File: src/rtl/alc_pkg.sv
package alc_pkg;
   localparam int REC_BASE_MS = 32;
   localparam int REC_SEL_W   = 2;

   typedef enum logic {
      ATK_FAST = 1'b0,
      ATK_SLOW = 1'b1
   } atk_mode_e;
endpackage

File: src/rtl/alc_level_detect.sv
module alc_level_detect #(
   parameter int SAMPLE_W = 16,
   parameter int NUM_CH   = 2
) (
   input  logic [NUM_CH-1:0][SAMPLE_W-1:0] smp,
   input  logic [SAMPLE_W-1:0]             limit_lvl,
   output logic                            overload
);
   logic [NUM_CH-1:0] over_ch;

   for (genvar c = 0; c < NUM_CH; c++) begin : g_ch
      logic [SAMPLE_W-1:0] mag;
      always_comb begin
         mag        = smp[c][SAMPLE_W-1] ? (~smp[c] + 1'b1) : smp[c];
         over_ch[c] = mag > limit_lvl;
      end
   end

   assign overload = |over_ch;
endmodule

File: src/rtl/alc_timer.sv
module alc_timer
   import alc_pkg::*;
#(
   parameter int SAMPLES_PER_MS = 48,
   parameter int ATK_FAST_MS    = 1,
   parameter int ATK_SLOW_MS    = 4
) (
   input  logic                 clk,
   input  logic                 rst_n,
   input  logic                 clr,
   input  logic                 smp_valid,
   input  logic                 overload,
   input  atk_mode_e            atk_sel,
   input  logic [REC_SEL_W-1:0] rec_sel,
   output logic                 step_down,
   output logic                 step_up
);
   localparam int REC_MAX = 256 * SAMPLES_PER_MS;
   localparam int REC_W   = $clog2(REC_MAX);
   localparam int ATK_MAX = ATK_SLOW_MS * SAMPLES_PER_MS;
   localparam int ATK_W   = $clog2(ATK_MAX);

   if (ATK_FAST_MS * SAMPLES_PER_MS < 2) begin : g_bad_fast
      $error("alc_timer: fast attack window must span at least two samples");
   end
   if (ATK_SLOW_MS < ATK_FAST_MS) begin : g_bad_order
      $error("alc_timer: slow attack window shorter than fast one");
   end

   logic [ATK_W-1:0] atk_q, atk_d, atk_last;
   logic [REC_W-1:0] rec_q, rec_d, rec_last;

   always_comb begin
      atk_last = (atk_sel == ATK_SLOW) ? ATK_W'(ATK_SLOW_MS * SAMPLES_PER_MS - 1)
                                       : ATK_W'(ATK_FAST_MS * SAMPLES_PER_MS - 1);
      case (rec_sel)
         2'd0:    rec_last = REC_W'(REC_BASE_MS * SAMPLES_PER_MS - 1);
         2'd1:    rec_last = REC_W'(2 * REC_BASE_MS * SAMPLES_PER_MS - 1);
         2'd2:    rec_last = REC_W'(4 * REC_BASE_MS * SAMPLES_PER_MS - 1);
         default: rec_last = REC_W'(8 * REC_BASE_MS * SAMPLES_PER_MS - 1);
      endcase
   end

   assign step_down = smp_valid & overload & (atk_q == '0) & ~clr;
   assign step_up   = smp_valid & ~overload & (rec_q >= rec_last) & ~clr;

   always_comb begin
      atk_d = atk_q;
      rec_d = rec_q;
      if (clr) begin
         atk_d = '0;
         rec_d = '0;
      end else if (smp_valid) begin
         if (step_down)          atk_d = atk_last;
         else if (atk_q != '0)   atk_d = atk_q - 1'b1;
         if (overload || step_up) rec_d = '0;
         else                     rec_d = rec_q + 1'b1;
      end
   end

   always_ff @(posedge clk or negedge rst_n) begin
      if (!rst_n) begin
         atk_q <= '0;
         rec_q <= '0;
      end else begin
         atk_q <= atk_d;
         rec_q <= rec_d;
      end
   end

   AST_ATK_HOLDOFF: assert property (@(posedge clk) disable iff (!rst_n)
      step_down |=> (atk_q != '0));
   AST_REC_BOUND: assert property (@(posedge clk) disable iff (!rst_n)
      int'(rec_q) <= REC_MAX - 1);
   AST_TIMERS_CLEARED: assert property (@(posedge clk) disable iff (!rst_n)
      clr |=> (atk_q == '0 && rec_q == '0));
endmodule

File: src/rtl/alc_reduction.sv
module alc_reduction #(
   parameter int GAIN_W   = 6,
   parameter int MAX_CODE = 48
) (
   input  logic              clk,
   input  logic              rst_n,
   input  logic              clr,
   input  logic              step_down,
   input  logic              step_up,
   output logic [GAIN_W-1:0] red
);
   if ((1 << GAIN_W) <= MAX_CODE) begin : g_bad_width
      $error("alc_reduction: GAIN_W too narrow for MAX_CODE");
   end

   logic [GAIN_W-1:0] red_q, red_d;

   always_comb begin
      red_d = red_q;
      if (clr)
         red_d = '0;
      else if (step_down && red_q < GAIN_W'(MAX_CODE))
         red_d = red_q + 1'b1;
      else if (step_up && red_q != '0)
         red_d = red_q - 1'b1;
   end

   always_ff @(posedge clk or negedge rst_n) begin
      if (!rst_n) red_q <= '0;
      else        red_q <= red_d;
   end

   assign red = red_q;

   AST_RED_CEILING: assert property (@(posedge clk) disable iff (!rst_n)
      int'(red_q) <= MAX_CODE);
   AST_RED_SINGLE_STEP: assert property (@(posedge clk) disable iff (!rst_n)
      !clr |=> (int'(red_q) - int'($past(red_q)) <= 1 &&
                int'($past(red_q)) - int'(red_q) <= 1));
endmodule

File: src/rtl/alc_gain_apply.sv
module alc_gain_apply #(
   parameter int GAIN_W   = 6,
   parameter int MAX_CODE = 48,
   parameter int NUM_CH   = 2
) (
   input  logic                          en,
   input  logic [GAIN_W-1:0]             red,
   input  logic [NUM_CH-1:0][GAIN_W-1:0] tgt,
   output logic [NUM_CH-1:0][GAIN_W-1:0] gain
);
   for (genvar c = 0; c < NUM_CH; c++) begin : g_ch
      logic [GAIN_W-1:0] sat;
      always_comb begin
         sat = (tgt[c] > GAIN_W'(MAX_CODE)) ? GAIN_W'(MAX_CODE) : tgt[c];
         if (!en)
            gain[c] = sat;
         else
            gain[c] = (sat > red) ? (sat - red) : '0;
      end
   end
endmodule

File: src/rtl/alc_gain_ctrl.sv
module alc_gain_ctrl
   import alc_pkg::*;
#(
   parameter int SAMPLE_W       = 16,
   parameter int GAIN_W         = 6,
   parameter int MAX_CODE       = 48,
   parameter int SAMPLES_PER_MS = 48,
   parameter int ATK_FAST_MS    = 1,
   parameter int ATK_SLOW_MS    = 4
) (
   input  logic                 clk,
   input  logic                 rst_n,
   input  logic                 alc_en,
   input  logic                 restart,
   input  logic                 in_valid,
   input  logic [SAMPLE_W-1:0]  in_left,
   input  logic [SAMPLE_W-1:0]  in_right,
   input  logic [SAMPLE_W-1:0]  limit_lvl,
   input  logic [GAIN_W-1:0]    tgt_left,
   input  logic [GAIN_W-1:0]    tgt_right,
   input  logic                 atk_sel,
   input  logic [1:0]           rec_sel,
   output logic [GAIN_W-1:0]    gain_left,
   output logic [GAIN_W-1:0]    gain_right,
   output logic [GAIN_W-1:0]    red_out
);
   localparam int NUM_CH = 2;

   logic [NUM_CH-1:0][SAMPLE_W-1:0] smp;
   logic [NUM_CH-1:0][GAIN_W-1:0]   tgt, gain;
   logic                            overload, clr, step_down, step_up;
   logic [GAIN_W-1:0]               red;

   assign smp = {in_right, in_left};
   assign tgt = {tgt_right, tgt_left};
   assign clr = restart | ~alc_en;

   alc_level_detect #(.SAMPLE_W(SAMPLE_W), .NUM_CH(NUM_CH)) u_detect (
      .smp       (smp),
      .limit_lvl (limit_lvl),
      .overload  (overload)
   );

   alc_timer #(
      .SAMPLES_PER_MS (SAMPLES_PER_MS),
      .ATK_FAST_MS    (ATK_FAST_MS),
      .ATK_SLOW_MS    (ATK_SLOW_MS)
   ) u_timer (
      .clk       (clk),
      .rst_n     (rst_n),
      .clr       (clr),
      .smp_valid (in_valid),
      .overload  (overload),
      .atk_sel   (atk_mode_e'(atk_sel)),
      .rec_sel   (rec_sel),
      .step_down (step_down),
      .step_up   (step_up)
   );

   alc_reduction #(.GAIN_W(GAIN_W), .MAX_CODE(MAX_CODE)) u_red (
      .clk       (clk),
      .rst_n     (rst_n),
      .clr       (clr),
      .step_down (step_down),
      .step_up   (step_up),
      .red       (red)
   );

   alc_gain_apply #(.GAIN_W(GAIN_W), .MAX_CODE(MAX_CODE), .NUM_CH(NUM_CH)) u_apply (
      .en   (alc_en),
      .red  (red),
      .tgt  (tgt),
      .gain (gain)
   );

   assign gain_left  = gain[0];
   assign gain_right = gain[1];
   assign red_out    = red;

   AST_RESTART_ZEROES: assert property (@(posedge clk) disable iff (!rst_n)
      restart |=> (red_out == '0));
   AST_DISABLED_NO_CUT: assert property (@(posedge clk) disable iff (!rst_n)
      !alc_en |=> (red_out == '0));
   AST_GAIN_LE_TARGET: assert property (@(posedge clk) disable iff (!rst_n)
      (gain_left <= tgt_left) && (gain_right <= tgt_right));
   AST_GAIN_CEILING: assert property (@(posedge clk) disable iff (!rst_n)
      int'(gain_left) <= MAX_CODE && int'(gain_right) <= MAX_CODE);
endmodule

File: config.mk
export PLATFORM = sky130hd
export DESIGN_NAME = alc_gain_ctrl
export DESIGN_NICKNAME = d
export VERILOG_FILES = /design/src/rtl/alc_pkg.sv /design/src/rtl/alc_level_detect.sv /design/src/rtl/alc_timer.sv /design/src/rtl/alc_reduction.sv /design/src/rtl/alc_gain_apply.sv /design/src/rtl/alc_gain_ctrl.sv
export SDC_FILE = /design/constraint.sdc
export NUM_CORES = 1
export LEC_CHECK = 0
export ABC_AREA = 0
export BUFFER_PORTS_ARGS = -buffer_cell sky130_fd_sc_hd__buf_4
export CORE_ASPECT_RATIO = 1.5
export CORE_MARGIN = 1.5
export CORE_UTILIZATION = 58
export CTS_BUF_LIST = sky130_fd_sc_hd__clkbuf_8
export DETAILED_ROUTE_END_ITERATION = 12
export PLACE_DENSITY = 0.92
export SLEW_MARGIN = 0
export SYNTH_ARGS = -nofsm -noshare
export SYNTH_HDL_FRONTEND = slang
export SYNTH_HIERARCHICAL = 1
export SYNTH_SLANG_ARGS = --single-unit
File: constraint.sdc
create_clock -name clk -period 4.1 [get_ports clk]
set_input_delay 0 -clock clk [delete_from_list [all_inputs] [get_ports clk]]
set_output_delay 0 -clock clk [all_outputs]
set_load 0.01 [all_outputs]
* Word level (Yosys, flattened, before mapping)
Cells that the tools add are included.
Widths: inputs -> output; s select.
** Storage, ports and cells
- Bits in registers :: 28
- Bits of input ports :: 68
- Output and inout bits :: 18
- Logic and storage cells :: 65
** Operators by class
- Add/subtract/negate cells :: 8
- Magnitude comparators :: 8
- Equality and inequality tests :: 2
- Muxes and demuxes :: 20
- Bitwise operators :: 12
- Reduce and logical (&&, ||, !) cells :: 12
** Operators by type and width (count)
- $mux 6 :: 9
- $mux 14 :: 3
- $pmux 14 s3 :: 1
- $mux 8 :: 5
- $add 16x1->16 const B :: 2
- $gt 16x16->1 :: 2
- $mux 16 :: 2
- $not 16->16 :: 2
- $add 14x1->14 const B :: 1
- $ge 14x14->1 :: 1
- $gt 6x6->1 :: 2
- $gt 6x6->1 const B :: 2
- $sub 6x6->6 :: 2
- $logic_not 8->1 :: 1
- $reduce_bool 8->1 :: 1
- $sub 8x1->8 const B :: 1
- $add 6x1->6 const B :: 1
- $and 1x1->1 :: 6
- $lt 6x6->1 const B :: 1
- $reduce_bool 3->1 :: 2
- $reduce_bool 6->1 :: 1
- $sub 6x1->6 const B :: 1
- $not 1->1 :: 3
- $eq 2x1->1 const B :: 1
- 8 further kinds :: 9

* Depth between registers and ports, before layout
- Word-level depth :: 13
- Gate-level depth with buffers :: 22
- Mapped depth without buffers :: 22

* By module
Netlist, hierarchy kept.
** Modules (own cells, without submodules)
- alc_timer :: times used 1, cells an instance 175, area each 1481.4 um2, sequential area each 550.5 um2
- alc_level_detect :: times used 1, cells an instance 185, area each 1327.5 um2, sequential area each 0.0 um2
- alc_gain_apply :: times used 1, cells an instance 107, area each 755.7 um2, sequential area each 0.0 um2
- alc_reduction :: times used 1, cells an instance 48, area each 467.9 um2, sequential area each 150.1 um2
- alc_gain_ctrl :: times used 1, cells an instance 1, area each 6.3 um2, sequential area each 0.0 um2

* Worst setup path before layout
OpenSTA, ideal clock, no wires.
- Kind :: input port to flip-flop
- Start :: input in_left[7]
- End :: register u_red.red_q[4], in the netlist u_red/red[4]
- Setup time :: 0.122 ns
- Arrival :: 3.993 ns
- Data required time :: 3.978 ns
- Setup slack :: -0.015 ns
- Stages :: 18
- Buffers on the path :: 0
- Cell sequence :: or4_4 > nor3_2 > nand2_1 > o31ai_1 > xnor2_1 > ha_1 > nand4_1 > or4_1 > or3_1 > a211o_1 > inv_1 > nor3_1 > nand2_1 > ha_1 > nor2b_1 > o21a_1 > or3_1 > a32o_1
** On the way
- Longest elaborated chain between the ends :: 11
- Elaborated cells between the ends (all ways) :: 17
- Classes of those cells :: add/sub: 1; order compare: 1; mux: 3; bitwise: 8; reduce/logical: 4
** Ends and longest elaborated chain
- start: declaration :: line alc_gain_ctrl.sv:16 : input logic [SAMPLE_W-1:0] in_left,
- $not 16->16 :: line alc_level_detect.sv:14 : mag = smp[c][SAMPLE_W-1] ? (~smp[c] + 1'b1) : smp[c];
- $add 16x1->16 :: line alc_level_detect.sv:14
- $mux 16 * :: line alc_level_detect.sv:14
- $gt 16x16->1 * :: line alc_level_detect.sv:15 : over_ch[c] = mag > limit_lvl;
- $reduce_or 2->1 * :: line alc_level_detect.sv:19 : assign overload = |over_ch;
- named net overload :: line alc_gain_ctrl.sv:31 : logic overload, clr, step_down, step_up;
- $and 1x1->1 * (3 in series) :: line alc_timer.sv:44 : assign step_down = smp_valid & overload & (atk_q == '0) & ~clr;
- named net step_down :: line alc_gain_ctrl.sv:31
- $logic_and 1x1->1 * :: line alc_reduction.sv:22 : else if (step_down && red_q < GAIN_W'(MAX_CODE))
- $mux 6 :: line alc_reduction.sv:22
- $mux 6 :: line alc_reduction.sv:20 : if (clr)
- end signal: assignment :: line alc_reduction.sv:30 : else red_q <= red_d;
- end: declaration :: line alc_reduction.sv:16 : logic [GAIN_W-1:0] red_q, red_d;
The timed path passes the listed nets; every way through them passes the cells marked *.
A chain may end at the register's enable or synchronous reset.

* Worst setup path after layout
- Start :: input in_left[6]
- End :: register u_red.red_q[4], in the netlist u_red/red[4]
Same word-level chain as after synthesis.

==> summary.md <==
| Metric | Value |
|---|---|
| Critical Path RT | 4270 ps |
| Cell Count Post-Placement | 700 |
| Layout area overhead | 28.3% |
| Crit Reg-Reg Startpoint | u_timer/atk_q[0] |
| Largest net degree at the start of global routing | 29 |
| Multiplexer area fraction after synthesis | 0.898% |
| Drt wl/cell | approximately 16 um |
| Sequential Area | 701 sq um |
| # setup viols final | 0 |
| Reg2reg setup slack | 1020 ps |
| Adder-Cell Fraction of Synth Area | approximately a fifth |
| Main combinational cell family by area after synthesis | simple AND/OR/NAND/NOR gates |
| Worst-margin pin slew | 603 ps |
| HP Start | in_valid |
| PwrDens | 202 nW/um^2 |
| # nets final | ~760 |
| # port buffers | 85 |
| Simple-Gate Fraction of Synth Area | 26.3% |
| Non-Filler Instances | 710 |
| Die W | roughly 70 um |
| Die Y | 105 um |
| Core area | 6810 sq um |
| DRT iter0 DRCs | roughly 230 |
| RSZ-0062 raised after global routing | yes |
| CTS buffer count | 3 |
| CP startpoint kind | primary input |
| Seq cells post-synth | 28 |
| GPL Wtd Cong | 0.852 |
| Pleak | approximately 2.4 nW |
| Hold depth | 2 |
| Number of synthesized flops with an enable pin | 0 |
| Sequential area share after synthesis | 17.3% |
| R2R depth | 11 |
| Syn Nets | 644 |
| Netlist cell types | 72 |
| CTS clk-pin slew, worst paths | about 90 ps |
| Final slew viol count | 0 |
| Post-synthesis async set-or-reset flop share | 100% |
| Synth Instances | 516 |
| Clock sink count | 28 |
| Area of the multi-input gates | 3200 sq um |
| Initial Util | 59.3% |
| Fin util | 76.1% |
| Fillers | 500 |
| Worst rel slew slack | 58.8% |
| IO Count | 86 |
| Yosys synthesis warning count | 6 |
| CP endpoint kind | flop |
| Status | finished, final reports clean |
| CTS tree | built |
| Slowest stage cell, crit path | or4_4 |
| CP max stage delay | between 500 and 600 ps |
| Vias in the first global route | about 4400 |
| Cell Rows | 37 |
| Setup Crit Path Kind | in -> reg |
| Max Clock Skew | 7.50 ps |
| HPWL after DPL | 8930 um |
| Post-route minimum period | just over 4000 ps |
| Total detailed-routing wirelength | 11600 um |
| Compound-gate portion of the synthesized area | 24.3% |
| Die ar. | 7480 sq um |
| First-pass iteration count of the detailed router | 6 |
| Worst min-delay path class | in -> reg |
| Initial antenna violation count | 0 |
| CTS Root Cell | clkbuf_8 |
| Top_reg_cell synth | dfrtp_1 |
| Syn_area_per_cell | 7.83 sq um |
| Xor/xnor share of the synthesized area | 6.51% |
| Worst Hold Endpoint | u_timer/atk_q[0] |
| Min Hold Slack | 42.6 ps |
| Clock buffer depth | 2 |
| First-pass GRT wire length | about 18000 um |
| RR Endpoint | u_red/red[3] |
| Critical path fanouts, max | 6 |
| Post-route DRC | 0 |
| Most common cell after layout, fill and taps aside | buf_4 |
| Fin crit share | 99.4% |
| Worst vdd ir | 137 uV |
| GRT Overall Usage | 29.3% |
| Avg Vias per Cell | 6.29 |
| Most frequent cells in the layout | buf_4 (119), ha_1 (56), nand2_1 (54) |
| Share of layout cells above drive strength 1 | around 25% |
| Tot Pwr | approximately 1.0 mW |
| Final ANT Viol Nets | 0 |
| Final TNS setup | 0 ps |
| Data arrival, critical path | about 4300 ps |
| CP Cell Sequence | buf_6 > or4_4 > nor3_4 > nand2_2 > buf_4 > nor4b_1 > ha_1 > nand4_1 > or4_4 > or3_1 > a211o_1 > inv_2 > nor3_4 > nand2_4 > ha_4 > nor2b_4 > o21a_1 > or3_1 > a32o_1 |
| Final hold viol count | 0 |
| FMAX | around 250 MHz |
| Diodes inserted | 0 |
| Post-Syn Area | between 4000 and 5000 sq um |
| Total of max-cap violations | 0 |
| CTS H-tree lvls | 1 |
| Global route overflow | 0 |
| Via count | between 4000 and 5000 |
| Clk Latency, worst-skew pair | 280 ps |
==> layer usage <==
metal | track usage [%] | part of all wire [%] | wire [um] | vias up
li1 | - | - | - | 2153
met4 | 15.5 | 5.5 | 639 | 0
met1 | 31.2 | 38 | 4360 | 2071
met3 | 1.64 | 4.3 | 504 | 52
met5 | 0 | 0 | 0 | -
met2 | 55.9 | 53 | 6110 | 193
==> stage by stage <==
stage                     worst slack, ps  area (sq um)
final                                26.6          5180
after CTS                            41.7          5060
after floorplan                      14.9          4040
after global placement               -174          4970
after detailed placement             -326          4970
after global routing                 -190          5180
==> how the worst max path moves through the flow <==
stage                          start  slack [ps]            to  cells past startpoint
after global routing      in_left[6]        -190  u_red/red[4]                     19
final                     in_left[6]          30  u_red/red[4]                     19
after floorplan           in_left[7]          10  u_red/red[4]                     18
after CTS                 in_left[7]          40  u_red/red[5]                     19
after detailed placement  in_left[7]        -330  u_red/red[5]                     19
after global placement    in_left[7]        -170  u_red/red[4]                     19
==> flip-flops by register name, indices dropped and copies added, names as in the netlist <==
register	cells
u_timer/atk_q	8
u_red/red	6
u_timer/rec_q	14
==> cell families after synthesis <==
| family | count (synthesis) |
|---|---|
| adder cells (fa/ha/maj) | 60 |
| AND/OR/NAND/NOR | 192 |
| flip-flops | 28 |
| XOR/XNOR | 30 |
| buffers and inverters | 59 |
| AO/OA/AOI/OAI | 144 |
| multiplexers | 3 |
==> worst max-delay path: cells and delay by family <==
kind / cells / cell delay, ps
fa+ha+maj: 2 / 410
buf+inv: 3 / 330
compound gates: 3 / 720
simple gates: 11 / 2750
==> synthesized netlist by cell type, types with 3 or more instances <==
library cell	count	area, sq um
o21ai_0	27	135
dfrtp_1	28	701
and2_1	6	37.5
nand2b_1	15	93.8
nor3_1	13	65.1
ha_1	57	713
o21ai_1	8	40.0
nand2_1	56	210
o31ai_1	9	67.6
nor4b_1	4	35.0
nand4_1	8	50.1
nor3b_1	5	37.5
clkbuf_1	9	33.8
xnor2_1	29	254
nand3b_1	3	22.5
a311oi_1	3	26.3
a211oi_1	8	60.1
or3_1	6	37.5
a21oi_1	32	160
nor2_1	29	109
nand3_1	18	90.1
o41ai_1	4	35.0
a22oi_1	4	30.0
nor4_1	7	43.8
fa_1	3	60.1
a211o_1	4	35.0
o21a_1	4	30.0
a21o_1	7	52.6
inv_1	48	180
a32o_1	4	40.0
==> power breakdown <==
group          switching, mW  total, mW  internal [mW]
sequential            0.0122      0.297          0.285
clock                 0.0891      0.220          0.131
combinational          0.284      0.529          0.245
==> final cells by class <==
| type | count | area share, % |
|---|---|---|
| sequential | 28 | 13.5 |
| tap | 78 | 1.88 |
| timing repair buffer | 122 | 17.9 |
| inverter | 49 | 3.55 |
| clock buffer | 3 | 0.797 |
| multi-input combinational | 429 | 61.8 |
| clock inverter | 1 | 0.580 |
==> repair_timing <==
item | 4_1_cts | 5_1_grt
pin swaps | 0 | 13
setup endpoints to repair | 2 | 4
gates resized for setup | 2 | 19
hold buffers | 1 | 0
buffers inserted | 0 | 5
hold endpoints to repair | 28 | 0
Power figures use the tool's default switching activity.
